===== src/rtl/brc_pkg.sv =====
`timescale 1ns/1ps
package brc_pkg;

  // Condition encodings; the numeric values are decoded by the instruction word.
  typedef enum logic [3:0] {
    BC_OV  = 4'h0,
    BC_CY  = 4'h1,
    BC_Z   = 4'h2,
    BC_NH  = 4'h3,
    BC_S   = 4'h4,
    BC_AL  = 4'h5,
    BC_LT  = 4'h6,
    BC_LE  = 4'h7,
    BC_NOV = 4'h8,
    BC_NCY = 4'h9,
    BC_NZ  = 4'hA,
    BC_H   = 4'hB,
    BC_NS  = 4'hC,
    BC_SAT = 4'hD,
    BC_GE  = 4'hE,
    BC_GT  = 4'hF
  } brc_code_e;

  // Status flags, bit 0 = zero ... bit 4 = saturation.
  typedef struct packed {
    logic sat;
    logic cy;
    logic ov;
    logic s;
    logic z;
  } brc_flags_t;

endpackage


===== src/rtl/brc_cond_eval.sv =====
`timescale 1ns/1ps
module brc_cond_eval
  import brc_pkg::*;
(
  input  logic [3:0] code_i,
  input  brc_flags_t flg_i,
  output logic       hit_o
);

  logic lt;
  logic le;
  logic nh;

  assign lt = flg_i.s ^ flg_i.ov;
  assign le = flg_i.z | lt;
  assign nh = flg_i.cy | flg_i.z;

  always_comb begin
    hit_o = 1'b0;
    case (brc_code_e'(code_i))
      BC_OV:  hit_o = flg_i.ov;
      BC_CY:  hit_o = flg_i.cy;
      BC_Z:   hit_o = flg_i.z;
      BC_NH:  hit_o = nh;
      BC_S:   hit_o = flg_i.s;
      BC_AL:  hit_o = 1'b1;
      BC_LT:  hit_o = lt;
      BC_LE:  hit_o = le;
      BC_NOV: hit_o = ~flg_i.ov;
      BC_NCY: hit_o = ~flg_i.cy;
      BC_NZ:  hit_o = ~flg_i.z;
      BC_H:   hit_o = ~nh;
      BC_NS:  hit_o = ~flg_i.s;
      BC_SAT: hit_o = flg_i.sat;
      BC_GE:  hit_o = ~lt;
      BC_GT:  hit_o = ~le;
    endcase
  end


  always_comb begin
    if (code_i == 4'h5) begin
      always_chk: assert (hit_o == 1'b1);
    end
  end

endmodule


===== src/rtl/brc_target.sv =====
`timescale 1ns/1ps
module brc_target #(
  parameter int PC_W   = 32,
  parameter int DISP_W = 9,
  parameter int STEP   = 2
) (
  input  logic [PC_W-1:0]   pc_i,
  input  logic [DISP_W-1:0] disp_i,
  input  logic              take_i,
  output logic [PC_W-1:0]   npc_o
);

  localparam int EXT_W = (PC_W > DISP_W) ? (PC_W - DISP_W) : 0;

  logic [PC_W-1:0] disp_ext;
  logic [PC_W-1:0] br_addr;
  logic [PC_W-1:0] seq_addr;

  generate
    if (EXT_W > 0) begin : g_sext
      assign disp_ext = {{EXT_W{disp_i[DISP_W-1]}}, disp_i};
    end else begin : g_trunc
      assign disp_ext = disp_i[PC_W-1:0];
    end
  endgenerate

  assign br_addr  = pc_i + disp_ext;
  assign seq_addr = pc_i + PC_W'(STEP);
  assign npc_o    = take_i ? br_addr : seq_addr;

endmodule


===== src/rtl/brc_unit.sv =====
`timescale 1ns/1ps
module brc_unit
  import brc_pkg::*;
#(
  parameter int PC_W   = 32,
  parameter int DISP_W = 9,
  parameter int STEP   = 2
) (
  input  logic              clk,
  input  logic              rst,
  input  logic              valid_i,
  input  logic [PC_W-1:0]   pc_i,
  input  logic [3:0]        cond_i,
  input  logic [DISP_W-1:0] disp_i,
  input  logic [4:0]        flags_i,
  output logic              cond_true_o,
  output logic              taken_o,
  output logic [PC_W-1:0]   npc_o
);

  brc_flags_t      flg;
  logic            hit;
  logic [PC_W-1:0] nxt;
  logic [PC_W-1:0] npc_q;
  logic            taken_q;

  assign flg = brc_flags_t'(flags_i);

  brc_cond_eval u_eval (
    .code_i (cond_i),
    .flg_i  (flg),
    .hit_o  (hit)
  );

  brc_target #(
    .PC_W   (PC_W),
    .DISP_W (DISP_W),
    .STEP   (STEP)
  ) u_tgt (
    .pc_i   (pc_i),
    .disp_i (disp_i),
    .take_i (hit),
    .npc_o  (nxt)
  );

  always_ff @(posedge clk) begin
    if (rst) begin
      npc_q   <= '0;
      taken_q <= 1'b0;
    end else if (valid_i) begin
      npc_q   <= nxt;
      taken_q <= hit;
    end
  end

  assign cond_true_o = hit;
  assign taken_o     = taken_q;
  assign npc_o       = npc_q;


  reset_clear_chk: assert property (@(posedge clk)
    rst |=> (npc_o == '0 && !taken_o));


  hold_chk: assert property (@(posedge clk) disable iff (rst)
    !valid_i |=> ($stable(npc_o) && $stable(taken_o)));


  taken_flag_chk: assert property (@(posedge clk) disable iff (rst)
    (valid_i && cond_true_o) |=> taken_o);


  fallthru_chk: assert property (@(posedge clk) disable iff (rst)
    (valid_i && !cond_true_o) |=> (!taken_o && npc_o == $past(pc_i) + PC_W'(STEP)));

endmodule


===== config.mk =====
export PLATFORM = sky130hd
export DESIGN_NAME = brc_unit
export DESIGN_NICKNAME = d
export VERILOG_FILES = /design/src/rtl/brc_pkg.sv /design/src/rtl/brc_cond_eval.sv /design/src/rtl/brc_target.sv /design/src/rtl/brc_unit.sv
export SDC_FILE = /design/constraint.sdc
export NUM_CORES = 1
export LEC_CHECK = 0
export BUFFER_PORTS_ARGS = -buffer_cell sky130_fd_sc_hd__buf_2
export CAP_MARGIN = 20
export CORE_ASPECT_RATIO = 1.1
export CORE_MARGIN = 2
export CORE_UTILIZATION = 49
export CTS_CLUSTER_DIAMETER = 50
export DETAILED_ROUTE_END_ITERATION = 16
export GPL_TIMING_DRIVEN = 0
export PLACE_DENSITY = 0.74
export RECOVER_POWER = 100
export SLEW_MARGIN = 5
export SYNTH_ARGS = -nofsm -noshare
export SYNTH_HDL_FRONTEND = slang
export SYNTH_SLANG_ARGS = --single-unit
export TNS_END_PERCENT = 100

===== constraint.sdc =====
create_clock -name clk -period 4.5 [get_ports clk]
set_input_delay 0.675 -clock clk [delete_from_list [all_inputs] [get_ports clk]]
set_output_delay 0.675 -clock clk [all_outputs]
set_load 0.01 [all_outputs]

==> flow_summary.toml <==
[outcome]
outcome = "finished with violations"
violations = "design-rule violations"

[clock_network]
cts_root_buffer = "clkbuf_8"
insertion_delay_ns = 0.29
postCtsSetupBuffers = 0
clkTransAtPathRegs_ns = 0.08
cts-buffers-inserted = 5
cts_hold_buf = 0
cts_sinks = 33
clock_path_buffers = 2
htreeDepth = 2
cts_tree = "done"
cts_resized = 0

[sta]
worst_pin_slew_ns = 0.871
tns_ns = 0
setup_slack_ns = 0.856
hold_slack_ns = 0.466
clock_skew_ns = 0
grt_setup_unrepaired = "no"
clock.fmax_mhz = 274
slew_viol_final = 0
timing_hold_violations_final = 0
slew_headroom_pct = 41.9
finalCriticalPeriod_ns = 3.64
setup_viol = 0
finalCritPeriodShare_pct = 81.0

[logic_synthesis]
async_flop_share_pct = 0
ys_seq_elements = 33
syn_avg_cell_area_sq_um = 7.53
synth_area_leaders = "dfxtp_1 18%, ha_1 11%, xnor2_1 7.7%, a21oi_1 5.7%, xor2_1 5.6%"
synth.most_common_cell = "nand2_1"
synthFlopType = "dfxtp_1"
yosysTopAreaCell = "dfxtp_1"
yosys_warnings = 0
synthDistinctLibCells = 65
syn-cell-area_sq_um = 3620
synth_top_area_share_pct = 18.2
synth-seq-area-share_pct = 18.2
synth_edf_count = 0
synthTopCellsByCount = "51 x nand2_1, 46 x nor2_1, 41 x a21oi_1, 40 x o21ai_0, 33 x dfxtp_1"
syn_inst = 481
syn_nets = 567

[cells_and_area]
drive_gt1_share_pct = 12.0
syn_to_final_growth_pct = 15.1
nets = 659
diodes = 0

[detailed_routing]
drt_pass1_iterations = 11
drc_errors = 1
avgViaCountPerCell = 6.05
first_iter_violations = 273
wl_per_cell_um = 16.1
routed-via-count = 3984
final_antenna_net_count = 0
wl_um = 10600

[grt]
grt_max_degree = 26
grt_pass1_wl_um = 16700
grt_pass1_vias = 3482
grt_use_total_pct = 25.4
gr-total-overflow = 0
antenna_found_initial = 0

[placement]
place_congestion = 0.970
place_hpwl_um = 8460
numPortBuffers = 85
pre_cts_slack_ns = 0.694

[worst_setup_path]
arrival_ns = 3.86
cpPeakStageDelay_ns = 0.69
crit_chain = "buf_2 > ha_1 > inv_1 > a211o_1 > o31a_4 > o21ai_0 > nand3_1 > o311ai_0 > mux2i_1 > and3b_1 > o31ai_2"
crit_fanout = 25
crit_type = "in -> reg"
start_kind = "input port"
endpoint_kind = "flip-flop"
required_ns = 4.71
crit_slowest_cell = "o311ai_0"

[floorplan]
pin_count = 87
die_w_um = 86.0
dieArea_sq_um = 8100
rows = 32
fp.dieH_um = 94.2
core_area_sq_um = 7090
initial_utilization_pct = 51.1

[pwr]
p_per_area_nw_per_um2 = 256
p_leak_nw = 1.77
ir_drop_mv = 0.120

[hold_path]
hp-class = "reg -> reg"

[job]
maxCapViolCount = 0
[metrics by stage]
step | power (mW) | std cells | area (sq um) | util [%]
global placement | 0.838 | 651 | 4160 | 58.6
floorplan | 0.687 | 481 | 3620 | -
global route | 1.14 | 659 | 4170 | 58.8
CTS | 1.08 | 659 | 4240 | 59.9
detailed placement | 0.848 | 651 | 4160 | 58.6
finish | 1.07 | 659 | 4170 | 58.8
[power breakdown]
group          internal (mW)  switching, mW
clock                  0.107          0.126
combinational          0.198          0.294
sequential             0.325         0.0191
[critical path, delay by kind of cell]
kind | cells | cell delay [ns]
compound gates | 5 | 1.82
fa+ha+maj | 1 | 0.40
buf+inv | 2 | 0.36
mux | 1 | 0.20
simple gates | 2 | 0.39
[cells by family (layout without fill, tap and decap cells)]
family                   after synthesis  after routing  share of synthesized area [%]
AND/OR/NAND/NOR                      167            167                           22.3
AO/OA/AOI/OAI                        151            151                           27.2
XOR/XNOR                              55             55                           13.3
adder cells (fa/ha/maj)               33             33                           11.6
flip-flops                            33             33                           18.2
buffers and inverters                 28            121                           3.45
multiplexers                          14             14                           3.87
[layout make-up]
class                      count  area [sq um]
buffer                        19          87.6
clock buffer                   5          68.8
clock inverter                 3          17.5
fill                         710          2920
inverter                       9          33.8
multi-input combinational    420          2810
sequential                    33           661
tap                           85           106
timing repair buffer          85           380
[path summary, 6_finish.rpt]
| kind | cells past startpoint | from | to | slack (ns) |
|---|---|---|---|---|
| max | 11 | disp_i[8] | npc_o[31] | 0.86 |
| max reg2reg | 3 | npc_o[24] | npc_o[24] | 3.73 |
| min reg2reg | 2 | npc_o[30] | npc_o[30] | 0.47 |
| min | 2 | npc_o[30] | npc_o[30] | 0.47 |
[routing by layer]
layer  global-route usage, %  wire [um]
met1                    35.3       4930
met2                    42.7       4880
met3                    2.37        671
met4                    4.89        140
met5                       0          0
[layout by cell type, fill, tap and decap left out, drive strengths merged, types with 2 or more instances in the layout]
cell and count:
dfxtp 33, nand2 51, inv 9, a41oi 3, nor3b 2, a31oi 9
buf 50, mux2i 14, a32oi 2, nor4 2, nor2 46, o21ai 44
nor3 5, and4 4, nand4 10, nand2b 5, a21oi 41, a211oi 10
nor2b 7, a21o 13, o21bai 4, a211o 4, and3 7, clkinv 2
xor2 23, or3 2, xnor2 32, o211a 2, o211ai 3, o21a 2
ha 32, o31ai 2, clkbuf 58, nand3 18
[registers in the layout, indices dropped and copies added (netlist names)]
signal   flops
npc_o       32
taken_o      1
Note: power is estimated with default switching activity, not from simulation.
